### src/rtl/spi_sq_pkg.sv
package spi_sq_pkg;
  typedef enum logic [1:0] {
    A_CTL  = 2'd0,
    A_STAT = 2'd1,
    A_DATA = 2'd2,
    A_NONE = 2'd3
  } reg_addr_e;

  localparam int CTL_IE   = 0;
  localparam int CTL_MST  = 1;
  localparam int ST_DONE  = 7;
  localparam int ST_COLL  = 6;
  localparam int ST_FAULT = 4;
endpackage

### src/rtl/spi_sq_shift.sv
module spi_sq_shift #(
  parameter int DW       = 8,
  parameter int DIV_HALF = 4
) (
  input  logic          clk,
  input  logic          rst,
  input  logic          master,
  input  logic          load,
  input  logic [DW-1:0] load_data,
  input  logic          abort,
  input  logic          miso_i,
  input  logic          sclk_s,
  input  logic          mosi_s,
  input  logic          ss_s,
  output logic          sclk_o,
  output logic          mosi_o,
  output logic          miso_o,
  output logic          busy,
  output logic          done,
  output logic [DW-1:0] rx_buf
);
  localparam int CW  = (DW > 2) ? $clog2(DW) : 1;
  localparam int DCW = (DIV_HALF > 1) ? $clog2(DIV_HALF) : 1;

  logic [DW-1:0]  sr;
  logic           smp;
  logic [CW-1:0]  bit_cnt;
  logic [DCW-1:0] div_cnt;
  logic           sclk_d;
  logic           tick, s_rise, s_fall, edge_r, edge_f, last;

  assign tick   = (div_cnt == DCW'(DIV_HALF - 1));
  assign s_rise = sclk_s & ~sclk_d & ~master & ~ss_s;
  assign s_fall = ~sclk_s & sclk_d & ~master & ~ss_s;
  assign edge_r = master ? (busy & tick & ~sclk_o) : s_rise;
  assign edge_f = master ? (busy & tick & sclk_o) : (s_fall & busy);
  assign last   = (bit_cnt == CW'(DW - 1));

  assign mosi_o = master & busy & sr[DW-1];
  assign miso_o = ~master & ~ss_s & sr[DW-1];

  always_ff @(posedge clk) begin
    if (rst) begin
      sr      <= '0;
      smp     <= 1'b0;
      bit_cnt <= '0;
      div_cnt <= '0;
      sclk_d  <= 1'b0;
      sclk_o  <= 1'b0;
      busy    <= 1'b0;
      done    <= 1'b0;
      rx_buf  <= '0;
    end else begin
      sclk_d <= sclk_s;
      done   <= 1'b0;
      if (abort) begin
        busy    <= 1'b0;
        sclk_o  <= 1'b0;
        div_cnt <= '0;
        bit_cnt <= '0;
      end else if (load) begin
        sr      <= load_data;
        bit_cnt <= '0;
        div_cnt <= '0;
        sclk_o  <= 1'b0;
        busy    <= master;
      end else begin
        if (master && busy)
          div_cnt <= tick ? '0 : DCW'(div_cnt + 1'b1);
        if (!master && ss_s) begin
          busy    <= 1'b0;
          bit_cnt <= '0;
        end
        if (edge_r) begin
          smp <= master ? miso_i : mosi_s;
          if (master) sclk_o <= 1'b1;
          else        busy   <= 1'b1;
        end
        if (edge_f) begin
          sr      <= {sr[DW-2:0], smp};
          bit_cnt <= CW'(bit_cnt + 1'b1);
          if (master) sclk_o <= 1'b0;
          if (last) begin
            done    <= 1'b1;
            busy    <= 1'b0;
            bit_cnt <= '0;
            rx_buf  <= {sr[DW-2:0], smp};
          end
        end
      end
    end
  end
endmodule

### src/rtl/spi_sq_flags.sv
module spi_sq_flags (
  input  logic clk,
  input  logic rst,
  input  logic stat_rd,
  input  logic data_rd,
  input  logic data_wr,
  input  logic ctl_wr,
  input  logic done,
  input  logic busy,
  input  logic fault,
  output logic spif,
  output logic wcol,
  output logic modf,
  output logic wr_go
);
  logic data_acc, coll_set;
  logic arm_done, arm_coll, arm_fault;

  assign data_acc = data_rd | data_wr;
  assign wr_go    = data_wr & ~spif & ~busy;
  assign coll_set = data_wr & ~spif & busy;

  always_ff @(posedge clk) begin
    if (rst) begin
      spif      <= 1'b0;
      wcol      <= 1'b0;
      modf      <= 1'b0;
      arm_done  <= 1'b0;
      arm_coll  <= 1'b0;
      arm_fault <= 1'b0;
    end else begin
      if (done)                      spif <= 1'b1;
      else if (arm_done && data_acc) spif <= 1'b0;
      if (stat_rd && spif)  arm_done <= 1'b1;
      else if (data_acc)    arm_done <= 1'b0;

      if (coll_set)                  wcol <= 1'b1;
      else if (arm_coll && data_acc) wcol <= 1'b0;
      if (stat_rd && wcol)  arm_coll <= 1'b1;
      else if (data_acc)    arm_coll <= 1'b0;

      if (fault)                    modf <= 1'b1;
      else if (arm_fault && ctl_wr) modf <= 1'b0;
      if (stat_rd && modf)  arm_fault <= 1'b1;
      else if (ctl_wr)      arm_fault <= 1'b0;
    end
  end
endmodule

### src/rtl/spi_sq_top.sv
module spi_sq_top
  import spi_sq_pkg::*;
#(
  parameter int DW       = 8,
  parameter int DIV_HALF = 4
) (
  input  logic          clk,
  input  logic          rst,
  input  logic          rd_en,
  input  logic          wr_en,
  input  logic [1:0]    addr,
  input  logic [DW-1:0] wdata,
  output logic [DW-1:0] rdata,
  output logic          irq,
  output logic          sclk_o,
  output logic          mosi_o,
  input  logic          miso_i,
  input  logic          sclk_i,
  input  logic          mosi_i,
  output logic          miso_o,
  input  logic          ss_n_i
);
  logic          stat_rd, data_rd, data_wr, ctl_wr;
  logic          ie_q, mst_q, ss_q, sclk_q, mosi_q;
  logic          fault, spif, wcol, modf, wr_go, busy, done;
  logic [DW-1:0] rx_buf, stat_v, ctl_v;

  assign stat_rd = rd_en && (addr == A_STAT);
  assign data_rd = rd_en && (addr == A_DATA);
  assign data_wr = wr_en && (addr == A_DATA);
  assign ctl_wr  = wr_en && (addr == A_CTL);
  assign fault   = mst_q & ~ss_q;

  always_comb begin
    stat_v           = '0;
    stat_v[ST_DONE]  = spif;
    stat_v[ST_COLL]  = wcol;
    stat_v[ST_FAULT] = modf;
    ctl_v            = '0;
    ctl_v[CTL_IE]    = ie_q;
    ctl_v[CTL_MST]   = mst_q;
  end

  always_ff @(posedge clk) begin
    if (rst) begin
      ie_q   <= 1'b0;
      mst_q  <= 1'b0;
      ss_q   <= 1'b1;
      sclk_q <= 1'b0;
      mosi_q <= 1'b0;
      rdata  <= '0;
      irq    <= 1'b0;
    end else begin
      ss_q   <= ss_n_i;
      sclk_q <= sclk_i;
      mosi_q <= mosi_i;
      irq    <= ie_q & (spif | modf);
      if (ctl_wr) begin
        ie_q  <= wdata[CTL_IE];
        mst_q <= wdata[CTL_MST];
      end
      if (fault) mst_q <= 1'b0;
      if (rd_en) begin
        case (addr)
          A_CTL:   rdata <= ctl_v;
          A_STAT:  rdata <= stat_v;
          A_DATA:  rdata <= rx_buf;
          default: rdata <= '0;
        endcase
      end
    end
  end

  spi_sq_flags u_flags (
    .clk(clk), .rst(rst), .stat_rd(stat_rd), .data_rd(data_rd),
    .data_wr(data_wr), .ctl_wr(ctl_wr), .done(done), .busy(busy),
    .fault(fault), .spif(spif), .wcol(wcol), .modf(modf), .wr_go(wr_go)
  );

  spi_sq_shift #(.DW(DW), .DIV_HALF(DIV_HALF)) u_shift (
    .clk(clk), .rst(rst), .master(mst_q), .load(wr_go), .load_data(wdata),
    .abort(fault), .miso_i(miso_i), .sclk_s(sclk_q), .mosi_s(mosi_q),
    .ss_s(ss_q), .sclk_o(sclk_o), .mosi_o(mosi_o), .miso_o(miso_o),
    .busy(busy), .done(done), .rx_buf(rx_buf)
  );
endmodule

### config.mk
export PLATFORM = sky130hd
export DESIGN_NAME = spi_sq_top
export DESIGN_NICKNAME = d
export VERILOG_FILES = /design/src/rtl/spi_sq_pkg.sv /design/src/rtl/spi_sq_shift.sv /design/src/rtl/spi_sq_flags.sv /design/src/rtl/spi_sq_top.sv
export SDC_FILE = /design/constraint.sdc
export NUM_CORES = 1
export LEC_CHECK = 0
export ABC_CLOCK_PERIOD_IN_PS = 1800
export BUFFER_PORTS_ARGS = -buffer_cell sky130_fd_sc_hd__buf_2
export CAP_MARGIN = 20
export CORE_MARGIN = 4
export CORE_UTILIZATION = 31
export DETAILED_ROUTE_END_ITERATION = 10
export PLACE_DENSITY = 0.57
export SLEW_MARGIN = 10
export SYNTH_ARGS = -nofsm -noshare
export SYNTH_HDL_FRONTEND = slang
export SYNTH_SLANG_ARGS = --single-unit
export TNS_END_PERCENT = 20
### constraint.sdc
create_clock -name clk -period 1.8 [get_ports clk]
set_input_delay 0.18 -clock clk [delete_from_list [all_inputs] [get_ports clk]]
set_output_delay 0.18 -clock clk [all_outputs]
set_load 0.005 [all_outputs]
* Word level (Yosys, flattened, before mapping)
Index checks and enable logic that the tools add are counted.
** Storage, ports and cells
- Bits in registers :: 46
- Output and inout port bits :: 12
- Word-level logic and storage cells :: 119
- Input port bits :: 18
** Operators by class
- Multiplexer cells :: 32
- Bitwise logic cells :: 31
- Reductions and logical operators :: 28
- Equal/unequal tests :: 4
- Add/subtract/negate cells :: 2
** Operators with widths (count)
- two-way mux 1 bit :: 25
- case mux 8 bit (3 select lines) :: 1
- bitwise AND 1 bit :: 19
- two-way mux 8 bit :: 2
- nonzero test 2 bit :: 8
- logical AND 1 bit :: 12
- inverter 1 bit :: 10
- two-way mux 3 bit :: 3
- == test 2 bit, second input constant :: 2
- AND reduction 4 bit :: 1
- OR reduction 4 bit :: 1
- adder 3 x 1 -> 3 bit, second input constant :: 1
- == test 3 bit, second input constant :: 1
- AND reduction 3 bit :: 1
- OR reduction 3 bit :: 1
- adder 2 x 1 -> 2 bit, second input constant :: 1
- == test 2 x 1 -> 1 bit, second input constant :: 1
- logical NOT 2 bit :: 1
- two-way mux 2 bit :: 1
- OR 1 bit :: 2
- AND reduction 2 bit :: 1
- OR reduction 2 bit :: 1
- logical NOT 1 bit :: 1

* Longest topological paths before layout
Gate-level depths: netlist (run 1).
- Depth after elaboration :: 9
- Gate-level depth with buffers :: 7
- Depth with buffers taken out :: 5

* Hierarchy
From an unflattened synthesis (run 1), not the netlist that was laid out.
** Second synthesis, totals
- Cells, all modules :: 214
- Area total of the unflattened synthesis :: 2050.7 sq um
** Modules (own cells, without submodules)
- spi_sq_shift :: cells each 129, area each 1228.7 sq um, times used 1, sequential area each 520.5 sq um
- spi_sq_top :: cells each 60, area each 580.6 sq um, times used 1, sequential area each 280.3 sq um
- spi_sq_flags :: cells each 25, area each 241.5 sq um, times used 1, sequential area each 120.1 sq um

* Worst setup path after synthesis (run 1)
Ideal clock, no wire load.
- Path type :: register -> register
- From :: register u_shift.div_cnt[0]
- To :: register u_shift.sr[0]
- Period minus slack after synthesis :: 1.661 ns
- Arrival time :: 1.581 ns
- Setup time :: 0.080 ns
- Path buffers :: 2
- Cell stages (with the launch flop) :: 8
- Data required time :: 1.720 ns
- Slack :: 0.139 ns
- Path through :: dfxtp_1 ha_1 and3_4 a32o_1 buf_6 or2_1 buf_6 a211oi_2
** On the way
- Longest elaborated chain between the ends :: 6
** Ends and longest elaborated chain
- from (decl) :: RTL line spi_sq_shift.sv:28 : logic [DCW-1:0] div_cnt;
- from (signal assigned) :: RTL line spi_sq_shift.sv:69 : div_cnt <= tick ? '0 : DCW'(div_cnt + 1'b1);
- == test 2 bit :: RTL line spi_sq_shift.sv:32 : assign tick = (div_cnt == DCW'(DIV_HALF - 1));
- bitwise AND 1 bit (2 in a row) :: RTL line spi_sq_shift.sv:36 : assign edge_f = master ? (busy & tick & sclk_o) : (s_fall & busy);
- two-way mux 1 bit :: RTL line spi_sq_shift.sv:36
- nonzero test 2 bit (no line)
- AND reduction 2 bit (no line)
- to (signal assigned) :: RTL line spi_sq_shift.sv:62 : sr <= load_data;
- to (signal assigned) :: RTL line spi_sq_shift.sv:80 : sr <= {sr[DW-2:0], smp};
- to (decl) :: RTL line spi_sq_shift.sv:25 : logic [DW-1:0] sr;
Every way passes these cells.
A chain may end at the register's enable or synchronous reset.

* Final worst setup path (run 1)
- From :: register u_shift.busy
- To :: register u_shift.rx_buf[4]
** On the way
- Longest elaborated chain between the ends :: 4
- Elaborated cells between the ends (all ways) :: 8
- Those cells by class :: 1 x mux; 6 x bitwise; 1 x reduce/logical
** Ends and longest elaborated chain
- from (decl) :: RTL line spi_sq_shift.sv:18 : output logic busy,
- from (signal assigned) :: RTL line spi_sq_shift.sv:66 : busy <= master;
- bitwise AND 1 bit / inverter 1 bit (equally long branches) :: RTL line spi_sq_shift.sv:36, spi_sq_flags.sv:20
- bitwise AND 1 bit, on equally long branches :: RTL line spi_sq_shift.sv:36, spi_sq_flags.sv:20
- two-way mux 1 bit / inverter 1 bit (equally long branches)
- AND reduction 4 bit (no line) (*)
- to (signal assigned) :: RTL line spi_sq_shift.sv:87 : rx_buf <= {sr[DW-2:0], smp};
- to (decl) :: RTL line spi_sq_shift.sv:20 : output logic [DW-1:0] rx_buf
Mark *: on every way between the ends. The rest lies on a longest branch, timed or not.

==> impl_metrics.env, run 1 <==
export IMPL_synth_cells=216
export IMPL_num_io_pins=30
export IMPL_fin_crit_ps=1620
export IMPL_wl_per_cell_um=13.4
export IMPL_setup_ws_ps=179
export IMPL_drc_errors=0
export IMPL_final_antenna_net_count=0
export IMPL_clkPwrFrac_pct=38.1
export IMPL_setup_violations=0
export IMPL_design_core_area_mm2=0.00649
export IMPL_finClkSkew_ps=4.63
export IMPL_slowest_stage="dfxtp_1"
export IMPL_grt_util_all_layers_pct=11.5
export IMPL_relSlewSlack_pct=75.6
export IMPL_leakage_uw=0.000933
export IMPL_die_area_mm2=0.00827
export IMPL_initial_core_util_pct=32.8
export IMPL_max_freq_mhz=617
export IMPL_row_count=29
export IMPL_drive_gt1_share_pct=26.7
export IMPL_setup_tns_final_ps=0
export IMPL_ys_warnings_count=0
export IMPL_synth_top_cell_by_area="dfxtp_1"
export IMPL_clockBufferDepth=2
export IMPL_hold_viol=0
export IMPL_grt_pass1_wl_um=7850
export IMPL_wl_um=4400
export IMPL_multiInputGateArea_mm2=0.00112
export IMPL_tritoncts="built"
export IMPL_power_density_mw_per_mm2=781
export IMPL_dp_slack_ps=94.7
export IMPL_clock_latency_ps=290
export IMPL_syn_area_mm2=0.00213
export IMPL_swShare_pct=22.5
export IMPL_max_cap_violations=0
export IMPL_p_int_uw=1530
export IMPL_vias=1587
export IMPL_antenna_found_initial=0
export IMPL_worstSetupStartpointType="flop"
export IMPL_yosys_cell_types_count=45
export IMPL_fillers=684
export IMPL_worst_path_dominant_cell_family="flip-flops"
export IMPL_hp_class="in2reg"
export IMPL_ctsRootBufferMaster="clkbuf_8"
export IMPL_critPathCaptureType="flop"
export IMPL_clk_pin_slew_ps=80
export IMPL_die_w_um=90.9
export IMPL_path_cells="and3_4 -> a22oi_2 -> nor4_2 -> buf_4 -> mux2i_1"
export IMPL_mappedNetlistNets=237
export IMPL_postCtsHoldBufs=0
export IMPL_grt_pass1_vias=1649
export IMPL_critPathRequiredTime_ps=2020
export IMPL_avgViaCountPerCell=4.84
export IMPL_combPwrFrac_pct=8.4
export IMPL_drt_iter0_drc=48
export IMPL_syn2layout_area_growth_pct=18.7
export IMPL_worstPathArrival_ps=1840
export IMPL_cp_num_buf_inv=1
export IMPL_ys_top_cells_by_area="dfxtp_1 (43%), mux2i_1 (11%), nand2b_1 (6.5%)"
export IMPL_firstDrtPassIters=4
export IMPL_pwr_share_seq_pct=53.5
export IMPL_antennaDiodeCount=0
export IMPL_crit_fanout=9
export IMPL_ir_drop_v=0.000326
export IMPL_synth_avg_cell_area_um2=9.87
export IMPL_period_share_pct=90.1
export IMPL_gr_total_overflow=0
export IMPL_path_class="reg2reg"
export IMPL_nets=271
export IMPL_regArea_um2=922
export IMPL_gp_congestion=0.739
export IMPL_seq_area_frac_synth_pct=43.2
export IMPL_switching_power_uw=445
export IMPL_yosysTopAreaCellShare_pct=43.2
export IMPL_slew_viol_final=0
export IMPL_cpPeakStageDelay_ps=520
export IMPL_worst_slew_pin_slew_ps=356
export IMPL_rsz0062_at_grt="no"
export IMPL_placed_cells=320
export IMPL_status="complete, no violations"
export IMPL_grt_max_degree=43
export IMPL_clock_sinks=46
export IMPL_dieHeight_um=90.9
export IMPL_portBuffers=29
export IMPL_layout_cells_non_filler=328
export IMPL_cts_buffers=5
export IMPL_cts_max_level=2
export IMPL_hpwl_um=3230
export IMPL_ys_ff_latch=46
[metal layers]
metal	share of wire, %	vias up	track usage [%]	routed length [µm]
li1	-	839	-	-
met1	51	713	15.8	2220
met2	44	29	17.8	1920
met3	4.5	6	3.14	198
met4	1.3	0	3.02	55
met5	0	-	0	0
[registers in the layout, indices dropped and copies added, names as in the netlist, 2 cells and up, named ones only]
name,count
u_shift.rx_buf,8
u_shift.bit_cnt,3
u_shift.sr,8
rdata,8
u_shift.div_cnt,2
[layout by cell type, fill, tap and decap left out, types with 5 or more instances in the layout]
cell type,count
clkbuf_8,5
nor2b_1,6
nand2b_1,22
buf_2,29
nor2_1,17
dfxtp_1,45
nand3_1,6
a211oi_2,8
buf_4,11
nor3_1,11
a21oi_1,10
mux2i_1,24
[metrics by stage]
step	cell area, µm²	utilization, %	hold WS [ps]	power [µW]
3_3_place_gp	2420	37.2	367	1250
4_1_cts	2530	38.9	61.7	2020
3_5_place_dp	2420	37.2	371	1250
6_report	2530	39.0	71.4	1980
5_1_grt	2530	39.0	67.1	2080
2_1_floorplan	2130	-	284	1190
[cells in the mapped netlist (all sizes together)]
master	n
nor3	12
a32oi	2
o21ba	1
or3	2
nand2b	22
o21ai	2
o221ai	1
and3	2
a22oi	4
or2	2
nand4b	1
nor2b	6
a31oi	1
nor4	1
o21a	1
and2	2
mux2i	24
buf	4
inv	3
a2111oi	1
xnor2	1
nand3	6
dfxtp	46
a211oi	12
a21oi	10
a32o	1
nor2	18
and2b	2
nor3b	4
clkbuf	11
nor4b	2
o211ai	1
nand4bb	1
nand2	4
ha	3
[cells by family (layout without fill, tap and decap cells)]
kind of cell,after synthesis,after routing,synth area share [%]
flops,46,46,43.2
compound gates,37,37,14.1
mux,24,24,11.3
fa+ha+maj,3,3,1.76
simple gates,87,87,24.9
xor+xnor,1,1,0.411
buf+inv,18,53,4.28
[power groups by stage]
stage	Combinational, µW	Sequential, µW	Clock (µW)
4_1_cts	167	1060	791
2_1_floorplan	111	1080	0
3_5_place_dp	167	1080	0
6_report	166	1060	752
3_3_place_gp	166	1080	0
5_1_grt	185	1060	829
[worst register-to-register path, stage by stage, from the launching register on]
cell and delay [ps]:
dfxtp_1 520, and3_4 280, a22oi_2 70, nor4_2 240
buf_4 230, mux2i_1 200
[path summary, 6_finish.rpt]
check	start	endpoint	slack [ps]	depth (start not counted)
worst min-delay path	ss_n_i	ss_q$_SDFF_PP1_	70	2
worst max-delay path	u_shift.busy$_SDFF_PP0_	u_shift.rx_buf[4]$_SDFFE_PP0P_	180	5
worst min register to register	u_shift.done$_SDFF_PP0_	u_flags.spif$_SDFFE_PP0P_	450	2
worst max register to register	u_shift.busy$_SDFF_PP0_	u_shift.rx_buf[4]$_SDFFE_PP0P_	180	5
[cell type report]
type / count / share of cell area (%)
tap: 77 / 3.81
sequential: 46 / 36.4
clock buffer: 6 / 2.87
timing repair buffer: 42 / 10.6
clock inverter: 2 / 1.48
inverter: 3 / 0.445
multi-input combinational: 152 / 44.4
[timing repair]
action                     4_1_cts  5_1_grt
gates resized for setup          0        2
buffers inserted                 0        0
setup endpoints to repair        0       11
No activity file was read; power rests on OpenSTA's default activity.
==> run 2: changes to the inputs <==
--- a/config.mk
+++ b/config.mk
@@ -5,6 +5,7 @@
 export SDC_FILE = /design/constraint.sdc
 export NUM_CORES = 1
 export LEC_CHECK = 0
+export ABC_AREA = 1
 export ABC_CLOCK_PERIOD_IN_PS = 1800
 export BUFFER_PORTS_ARGS = -buffer_cell sky130_fd_sc_hd__buf_2
 export CAP_MARGIN = 20
==> run 2 against run 1 <==
Critical path depth up 4. Count of clock-buffer cells in the layout unchanged. Global-route usage up 0.55 points. Critical path type unchanged. Register-to-register slack about the same. Largest power group unchanged. Clock skew up 1.3 ps. Sequential cell count unchanged.
==> impl_metrics.env, run 2 <==
export IMPL_power_density_mw_per_mm2=808
export IMPL_synth_top_cell_by_area="dfxtp_1"
export IMPL_cp_num_buf_inv=1
export IMPL_antennaDiodeCount=0
export IMPL_clockBufferDepth=2
export IMPL_die_area_mm2=0.00835
export IMPL_critPathLaunch="mst_q$_SDFFE_PP0N_"
export IMPL_vias=1868
export IMPL_final_antenna_net_count=0
export IMPL_synth_cells=306
export IMPL_postCtsHoldBufs=0
export IMPL_yosys_top_cells_count="nand2_1 (89), dfxtp_1 (46), nor2_1 (46)"
export IMPL_holdPathStages=2
export IMPL_rsz0062_at_grt="no"
export IMPL_post_cts_buffers=0
export IMPL_seq_area_frac_synth_pct=42.7
export IMPL_layout_common_cells="nand2_1 (89), nor2_1 (46), dfxtp_1 (46), nand3_1 (32), inv_1 (30)"
export IMPL_worstSetupStartpointType="flop"
export IMPL_ir_drop_v=0.000350
export IMPL_reg_top3="rdata x8, u_shift.rx_buf x8, u_shift.sr x8"
export IMPL_fin_crit_ps=1620
export IMPL_finClkSkew_ps=5.91
export IMPL_drc_errors=0
export IMPL_synth_edf_count=0
export IMPL_layout_commonest_cell="nand2_1"
export IMPL_wl_um=4710
export IMPL_ctsResizeCount=0
export IMPL_grt_max_degree=19
export IMPL_ys_top_cells_by_area="dfxtp_1 (43%), nand2_1 (15%), nor2_1 (8.0%)"
export IMPL_yosysMostFrequentCell="nand2_1"
export IMPL_clock_sinks=46
export IMPL_slowest_stage="dfxtp_1"
export IMPL_path_cells="nand2_2 -> nor2_4 -> inv_2 -> nand2_4 -> nand2_4 -> nor2_8 -> nand2_1 -> nand2_1 -> nor2_1"
export IMPL_r2r_end="u_shift.rx_buf[6]$_SDFFE_PP0P_"
export IMPL_antenna_found_initial=0
export IMPL_max_cap_violations=0
export IMPL_path_class="reg2reg"
export IMPL_drt_iter0_drc=53
export IMPL_dp_slack_ps=169
export IMPL_r2r_slack_ps=180
export IMPL_nets=355
export IMPL_clock_latency_ps=300
export IMPL_portBuffers=29
export IMPL_ys_warnings_count=0
export IMPL_ys_ff_latch=46
export IMPL_hp_class="in2reg"
export IMPL_firstDrtPassIters=4
export IMPL_ctsRootBufferMaster="clkbuf_8"
export IMPL_hold_viol=0
export IMPL_r2r_cells=9
export IMPL_setup_violations=0
export IMPL_yosysTopAreaCellShare_pct=42.7
export IMPL_clk_pin_slew_ps=90
export IMPL_gp_congestion=0.781
export IMPL_grt_pass1_vias=1818
export IMPL_worst_r2r_startpoint="mst_q$_SDFFE_PP0N_"
export IMPL_worstHoldEndpoint="ss_q$_SDFF_PP1_"
export IMPL_worst_slew_pin_slew_ps=371
export IMPL_leakage_uw=0.00117
export IMPL_setup_tns_final_ps=0
export IMPL_yosys_cell_types_count=26
export IMPL_design_core_area_mm2=0.00676
export IMPL_slew_viol_final=0
export IMPL_setup_ws_ps=175
export IMPL_gr_total_overflow=0
export IMPL_syn_area_mm2=0.00216
export IMPL_cts_max_level=2
export IMPL_critPathCaptureType="flop"
export IMPL_drive_gt1_share_pct=17.3
export IMPL_num_io_pins=30
export IMPL_synth_avg_cell_area_um2=7.05
export IMPL_ys_flop_type="dfxtp_1"
export IMPL_wl_per_cell_um=11.4
export IMPL_cts_buffers=5
export IMPL_tritoncts="built"
export IMPL_syn2layout_area_growth_pct=13.4
export IMPL_dieHeight_um=91.4
export IMPL_row_count=30
export IMPL_avgViaCountPerCell=4.50
export IMPL_worst_path_dominant_cell_family="simple AND/OR/NAND/NOR gates"
export IMPL_mappedNetlistNets=327
export IMPL_crit_fanout=16
export IMPL_relSlewSlack_pct=75.0
export IMPL_die_w_um=91.4
export IMPL_status="complete, no violations"
export IMPL_worstHoldStart="ss_n_i"
export IMPL_hpwl_um=3560
export IMPL_worstPathArrival_ps=1830
export IMPL_grt_pass1_wl_um=8160
export IMPL_period_share_pct=90.3
export IMPL_initial_core_util_pct=31.9
export IMPL_max_freq_mhz=616
export IMPL_critPathRequiredTime_ps=2000
export IMPL_cpPeakStageDelay_ps=550
export IMPL_grt_util_all_layers_pct=12.0
export IMPL_async_flop_share_pct=0
run 2: changes by cell type after synthesis, sizes merged, moves of 5 or more:
| cell | before | now |
|---|---|---|
| inv | 3 | 35 |
| clkbuf | 11 | 2 |
| nor2 | 18 | 52 |
| nand2 | 4 | 95 |
| nand3 | 6 | 32 |
| nand2b | 22 | 0 |
| a21oi | 10 | 18 |
| buf | 4 | 9 |
| a211oi | 12 | 2 |
| nor2b | 6 | 0 |
| mux2i | 24 | 1 |
| nor3 | 12 | 2 |
run 2: where the power goes:
part,leakage (µW),internal [µW],switching (µW)
clock network,0.0000514,414,356
logic,0.000750,53.5,103
registers,0.000373,1040,12.5
total,0.00117,1500,471
run 2: logic make-up after synthesis:
logic type / after synthesis / share of synthesized area, %
buffers and inverters: 47 / 10.4
muxes: 1 / 0.464
adders and majority gates: 3 / 1.74
and+or+nand+nor: 183 / 38.4
AOI/OAI and AO/OA: 26 / 6.27
DFF: 46 / 42.7
run 2: how the worst max path moves through the flow:
stage	endpoint	slack [ps]	cells after the start
floorplan	u_shift.rx_buf[6]$_SDFFE_PP0P_	440	11
global placement	u_shift.rx_buf[5]$_SDFFE_PP0P_	200	9
detailed placement	u_shift.rx_buf[6]$_SDFFE_PP0P_	170	9
CTS	u_shift.rx_buf[6]$_SDFFE_PP0P_	170	9
global route	u_shift.rx_buf[6]$_SDFFE_PP0P_	80	9
finish	u_shift.rx_buf[6]$_SDFFE_PP0P_	180	9
run 2: cell type report:
type | instances | area (µm²)
clock buffer | 6 | 72.6
clock inverter | 2 | 37.5
fill | 748 | 4310
inverter | 36 | 135
multi-input combinational | 213 | 1010
sequential | 46 | 921
tap | 80 | 100
timing repair buffer | 32 | 168
run 2: per-stage QoR:
| stage | total power [µW] | utilization, % | std cells | hold slack (ps) | instance area, µm² |
|---|---|---|---|---|---|
| 2_1_floorplan | 1180 | - | 306 | 284 | 2160 |
| 3_3_place_gp | 1230 | 34.6 | 407 | 377 | 2330 |
| 3_5_place_dp | 1230 | 34.6 | 407 | 367 | 2330 |
| 4_1_cts | 2010 | 36.2 | 415 | 52.7 | 2440 |
| 5_1_grt | 2070 | 36.2 | 415 | 50.2 | 2440 |
| 6_report | 1970 | 36.2 | 415 | 59.8 | 2440 |
run 2: metal layers:
| metal | part of all wire [%] | vias to the layer above | global-route usage, % |
|---|---|---|---|
| li1 | - | 1003 | - |
| met1 | 48 | 829 | 14.6 |
| met2 | 47 | 31 | 20.6 |
| met3 | 4.1 | 5 | 2.90 |
| met4 | 1.4 | 0 | 4.15 |
| met5 | 0 | - | 0 |
